[src/rtl/bankdec_pkg.sv]
package bankdec_pkg;
  localparam int ADDR_W      = 16;
  localparam int DATA_W      = 8;
  localparam int OFF_W       = 15;
  localparam int WBANK_W     = 3;
  localparam int PAGE_W      = 12;
  localparam int VWIN_W      = 13;
  localparam int NUM_REGIONS = 12;

  localparam int RG_ROM_FIX = 0;
  localparam int RG_ROM_SW  = 1;
  localparam int RG_VRAM    = 2;
  localparam int RG_CRAM    = 3;
  localparam int RG_WRAM0   = 4;
  localparam int RG_WRAMX   = 5;
  localparam int RG_MIRROR  = 6;
  localparam int RG_SPRITE  = 7;
  localparam int RG_GAP     = 8;
  localparam int RG_IO      = 9;
  localparam int RG_HRAM    = 10;
  localparam int RG_IE      = 11;

  localparam logic [ADDR_W-1:0] REGION_LO [NUM_REGIONS] = '{
    16'h0000, 16'h4000, 16'h8000, 16'hA000, 16'hC000, 16'hD000,
    16'hE000, 16'hFE00, 16'hFEA0, 16'hFF00, 16'hFF80, 16'hFFFF};
  localparam logic [ADDR_W-1:0] REGION_HI [NUM_REGIONS] = '{
    16'h3FFF, 16'h7FFF, 16'h9FFF, 16'hBFFF, 16'hCFFF, 16'hDFFF,
    16'hFDFF, 16'hFE9F, 16'hFEFF, 16'hFF7F, 16'hFFFE, 16'hFFFF};

  localparam logic [ADDR_W-1:0] WBANK_REG_ADDR = 16'hFF70;
  localparam logic [ADDR_W-1:0] VBANK_REG_ADDR = 16'hFF4F;

  typedef struct packed {
    logic [WBANK_W-1:0] wramRaw;
    logic [WBANK_W-1:0] wramBank;
    logic               vramBank;
    logic               wramRegRd;
    logic               vramRegRd;
  } bankCtl_t;
endpackage

[src/rtl/bank_ctrl.sv]
module bank_ctrl
  import bankdec_pkg::*;
(
  input  logic              clk,
  input  logic              rstN,
  input  logic [ADDR_W-1:0] cpuAddr,
  input  logic              cpuRd,
  input  logic              cpuWr,
  input  logic [DATA_W-1:0] cpuWrData,
  output bankCtl_t          ctl
);
  logic [WBANK_W-1:0] wramQ;
  logic               vramQ;
  logic               hitW, hitV;

  assign hitW = (cpuAddr == WBANK_REG_ADDR);
  assign hitV = (cpuAddr == VBANK_REG_ADDR);

  always_ff @(posedge clk or negedge rstN) begin
    if (!rstN) begin
      wramQ <= '0;
      vramQ <= 1'b0;
    end else if (cpuWr) begin
      if (hitW) wramQ <= cpuWrData[WBANK_W-1:0];
      if (hitV) vramQ <= cpuWrData[0];
    end
  end

  always_comb begin
    ctl.wramRaw   = wramQ;
    ctl.wramBank  = (wramQ == '0) ? WBANK_W'(1) : wramQ;
    ctl.vramBank  = vramQ;
    ctl.wramRegRd = cpuRd && hitW;
    ctl.vramRegRd = cpuRd && hitV;
  end
endmodule

[src/rtl/bank_decode.sv]
module bank_decode
  import bankdec_pkg::*;
(
  input  logic [ADDR_W-1:0]      cpuAddr,
  input  logic                   cpuRd,
  input  bankCtl_t               ctl,
  output logic [NUM_REGIONS-1:0] regionSel,
  output logic [OFF_W-1:0]       physOffset,
  output logic [DATA_W-1:0]      rdData,
  output logic                   rdHit
);
  for (genvar k = 0; k < NUM_REGIONS; k++) begin : g_cmp
    assign regionSel[k] = (cpuAddr >= REGION_LO[k]) && (cpuAddr <= REGION_HI[k]);
  end

  logic [WBANK_W-1:0] pageBank;
  assign pageBank = cpuAddr[PAGE_W] ? ctl.wramBank : '0;

  always_comb begin
    physOffset = '0;
    unique case (1'b1)
      regionSel[RG_ROM_FIX],
      regionSel[RG_ROM_SW]:  physOffset = OFF_W'(cpuAddr[13:0]);
      regionSel[RG_VRAM]:    physOffset = OFF_W'({ctl.vramBank, cpuAddr[VWIN_W-1:0]});
      regionSel[RG_CRAM]:    physOffset = OFF_W'(cpuAddr[VWIN_W-1:0]);
      regionSel[RG_WRAM0],
      regionSel[RG_WRAMX],
      regionSel[RG_MIRROR]:  physOffset = OFF_W'({pageBank, cpuAddr[PAGE_W-1:0]});
      regionSel[RG_SPRITE]:  physOffset = OFF_W'(cpuAddr[7:0]);
      regionSel[RG_IO],
      regionSel[RG_HRAM]:    physOffset = OFF_W'(cpuAddr[6:0]);
      default:               physOffset = '0;
    endcase
  end

  always_comb begin
    rdHit  = 1'b0;
    rdData = '0;
    if (ctl.wramRegRd) begin
      rdHit  = 1'b1;
      rdData = {{(DATA_W-WBANK_W){1'b1}}, ctl.wramRaw};
    end else if (ctl.vramRegRd) begin
      rdHit  = 1'b1;
      rdData = {{(DATA_W-1){1'b1}}, ctl.vramBank};
    end else if (cpuRd && regionSel[RG_GAP]) begin
      rdHit  = 1'b1;
      rdData = '1;
    end
  end
endmodule

[src/rtl/bank_sys_decoder.sv]
module bank_sys_decoder
  import bankdec_pkg::*;
(
  input  logic                   clk,
  input  logic                   rstN,
  input  logic [ADDR_W-1:0]      cpuAddr,
  input  logic                   cpuRd,
  input  logic                   cpuWr,
  input  logic [DATA_W-1:0]      cpuWrData,
  output logic [NUM_REGIONS-1:0] regionSel,
  output logic [OFF_W-1:0]       physOffset,
  output logic [DATA_W-1:0]      rdData,
  output logic                   rdHit
);
  bankCtl_t ctl;

  bank_ctrl i_ctrl (
    .clk(clk), .rstN(rstN), .cpuAddr(cpuAddr), .cpuRd(cpuRd),
    .cpuWr(cpuWr), .cpuWrData(cpuWrData), .ctl(ctl)
  );

  bank_decode i_dec (
    .cpuAddr(cpuAddr), .cpuRd(cpuRd), .ctl(ctl), .regionSel(regionSel),
    .physOffset(physOffset), .rdData(rdData), .rdHit(rdHit)
  );
endmodule

[config.mk]
export PLATFORM = sky130hd
export DESIGN_NAME = bank_sys_decoder
export DESIGN_NICKNAME = d
export VERILOG_FILES = /design/src/rtl/bankdec_pkg.sv /design/src/rtl/bank_ctrl.sv /design/src/rtl/bank_decode.sv /design/src/rtl/bank_sys_decoder.sv
export SDC_FILE = /design/constraint.sdc
export NUM_CORES = 1
export LEC_CHECK = 0
export BUFFER_PORTS_ARGS = -buffer_cell sky130_fd_sc_hd__buf_2
export CORE_MARGIN = 4
export CORE_UTILIZATION = 38
export CTS_CLUSTER_DIAMETER = 200
export DETAILED_ROUTE_END_ITERATION = 12
export HOLD_SLACK_MARGIN = 0.15
export PLACE_DENSITY = 0.95
export SLEW_MARGIN = 20
export SYNTH_ARGS = -nofsm -noshare
export SYNTH_HDL_FRONTEND = slang
export SYNTH_SLANG_ARGS = --single-unit
[constraint.sdc]
create_clock -name clk -period 4.2 [get_ports clk]
set_clock_uncertainty 0.05 [all_clocks]
set_input_delay 0.42 -clock clk [delete_from_list [all_inputs] [get_ports clk]]
set_output_delay 0.42 -clock clk [all_outputs]
set_load 0.01 [all_outputs]
==> impl_metrics.toml <==
[sta]
hold-worst-slack_ns = 0.379
fmax_mhz = 460
tightest_slew_ns = 0.457
slew_headroom = 0.694
tns_ns = 0
fin_crit_sh = 0.517
hold_violations = 0
slew_violations = 0
fin_crit_ns = 2.17
rsz0062_at_grt = "false"
setup-violations-final = 0

[synthesis]
synth_edf_count = 0
synth_most_common_cell = "and2_1"
synthCells = 86
yosysSeqAreaShare = 0.157
synth_top_cell_by_area = "dfrtp_1"
synth_cell_types = 30
synth-seq-cells = 4
synthTopCellsByCount = "13 x and2_1, 6 x and3_1, 6 x buf_4, 6 x nor2_1"
syn_avg_cell_area_um2 = 7.42
postSynth.asyncResetShare = 1.00
synth_flop_cell = "dfrtp_1"
synth.net_count = 114
synthesis.area_um2 = 638
yosys.area.top_type_share = 0.157
yosys-top-cells-area = "dfrtp_1 16%, and2_1 13%, buf_4 7.1%"
yosysWarnings = 0

[placed_design]
place_congestion = 0.754
dpl_cell_area_um2 = 888
hpwl_mm = 1.65
port_buffers = 58

[worst_setup_path]
slowest_delay_ns = 0.44
crit_family = "simple AND/OR/NAND/NOR gates"
crit_fanout = 6
crit_type = "input port to output port"
crit_slowest_cell = "nor4_1"
required_ns = 3.73
cp_common_cell = "buf_2"
cp_num_buf_inv = 2
crit_path_end_kind = "output port"
cp_cell_sequence = "buf_2 -> nor4_1 -> and3_1 -> and2_1 -> or2_1 -> buf_2"
crit_arrival_ns = 1.70
start_kind = "input port"

[grt]
grt_pass1_wl_mm = 3.33
antenna_found_initial = 0
overflow = 0
grt_usage = 0.164
grt_max_degree = 12
grt_pass1_vias = 770

[die]
die_h_um = 49.0
core_area_um2 = 1540
die_x_um = 49.0
initial_core_util = 0.414
die_area_um2 = 2400
placementRows = 14
pin_count = 64

[clock_tree]
hold_buffers = 1
clock-sinks = 4
cts-root-buf = "clkbuf_4"
h-tree-depth = 1
cts_buffers = 3
cts.path.max_buffers = 2
ctsResizeCount = 0
clk_pin_slew_ns = 0.03
insertion_delay_ns = 0.23
post-cts-setup-buffer-count = 0
cts_tree = "done"

[power_and_ir_drop]
ir_drop_mv = 0.124
p_per_area_nw_per_um2 = 148
leakagePower_nw = 0.552

[drt]
via_count = 845
wl_per_cell_um = 12.8
drtIter0Drc = 20
drt-vias-per-instance = 5.45
drcViolationCount = 0
postRouteAntennaNets = 0
routed_wl_mm = 1.98
first_pass_iters = 4

[finish]
antenna_cells = 0
drive_above_1_share = 0.504
final_area_um2 = 921
fin_nets = 169
nFillCells = 140
area_growth_pct = 44.3

[worst_hold_path]
hp-class = "input port to flip-flop"

[job]
cap_viol_max_count = 0

[outcome]
status = "completed"
[cells in the final DEF (no fill, tap or decap), drive strengths merged, types with 2 or more instances in the layout]
cell    netlist  routed
and2         13      13
mux2          4       4
dfrtp         4       4
nand4         5       5
nor3b         2       2
a31oi         2       2
clkbuf        1       3
a21o          3       3
nand2         5       5
and3          7       7
nor4          3       3
nor2          6       6
nand3         4       4
a21oi         3       3
buf           8      58
nor3          5       5
[where the power goes]
group | internal [W] | switching [W]
registers | 0.0000388 | 0.0000000121
clock network | 0.0000318 | 0.0000135
logic | 0.0000231 | 0.0000288
total | 0.0000937 | 0.0000423
[layout make-up]
| class | instances | area, um2 | share of cell area |
|---|---|---|---|
| multi-input combinational | 72 | 474 | 0.515 |
| timing repair buffer | 59 | 300 | 0.326 |
| inverter | 1 | 3.75 | 0.00408 |
| tap | 16 | 20.0 | 0.0217 |
| clock buffer | 3 | 22.5 | 0.0245 |
| sequential | 4 | 100 | 0.109 |
[worst paths after layout]
| kind | startpoint | end | slack [ns] | depth (start not counted) |
|---|---|---|---|---|
| hold / removal | cpuWrData[2] | i_ctrl.wramQ[2] | 0.38 | 2 |
| max in group asynchronous | rstN | i_ctrl.wramQ[2] | 3.50 | 2 |
| setup / recovery | cpuAddr[2] | rdData[5] | 2.03 | 6 |
| min in group asynchronous | rstN | i_ctrl.wramQ[0] | 0.48 | 2 |
| hold reg to reg | i_ctrl.vramQ | i_ctrl.vramQ | 0.50 | 1 |
| setup reg to reg | i_ctrl.wramQ[1] | i_ctrl.wramQ[1] | 3.37 | 1 |
[sequential cells by signal, summed over array words and instances (netlist names)]
register      count
i_ctrl.wramQ      3
i_ctrl.vramQ      1
[stage by stage]
stage                     power (W)  utilization  setup WS [ns]  cells
after global routing       0.000149        0.597           1.90    155
after floorplan           0.0000643            -           2.13     86
final                      0.000136        0.597           2.03    155
after global placement    0.0000883        0.576           2.06    151
after detailed placement  0.0000903        0.576           2.03    151
after CTS                  0.000138        0.597           2.03    155
[cell families after synthesis]
logic type,synth area share
compound gates,0.127
simple gates,0.545
buf+inv,0.100
flops,0.157
mux,0.0706
[routing by layer]
layer | wire (um) | global-route usage | vias up
met2 | 1030 | 0.287 | 37
met3 | 158 | 0.0367 | 4
li1 | - | - | 417
met5 | 0 | 0 | -
met1 | 767 | 0.186 | 387
met4 | 25 | 0.0717 | 0
(Power assumes the default switching activity.)
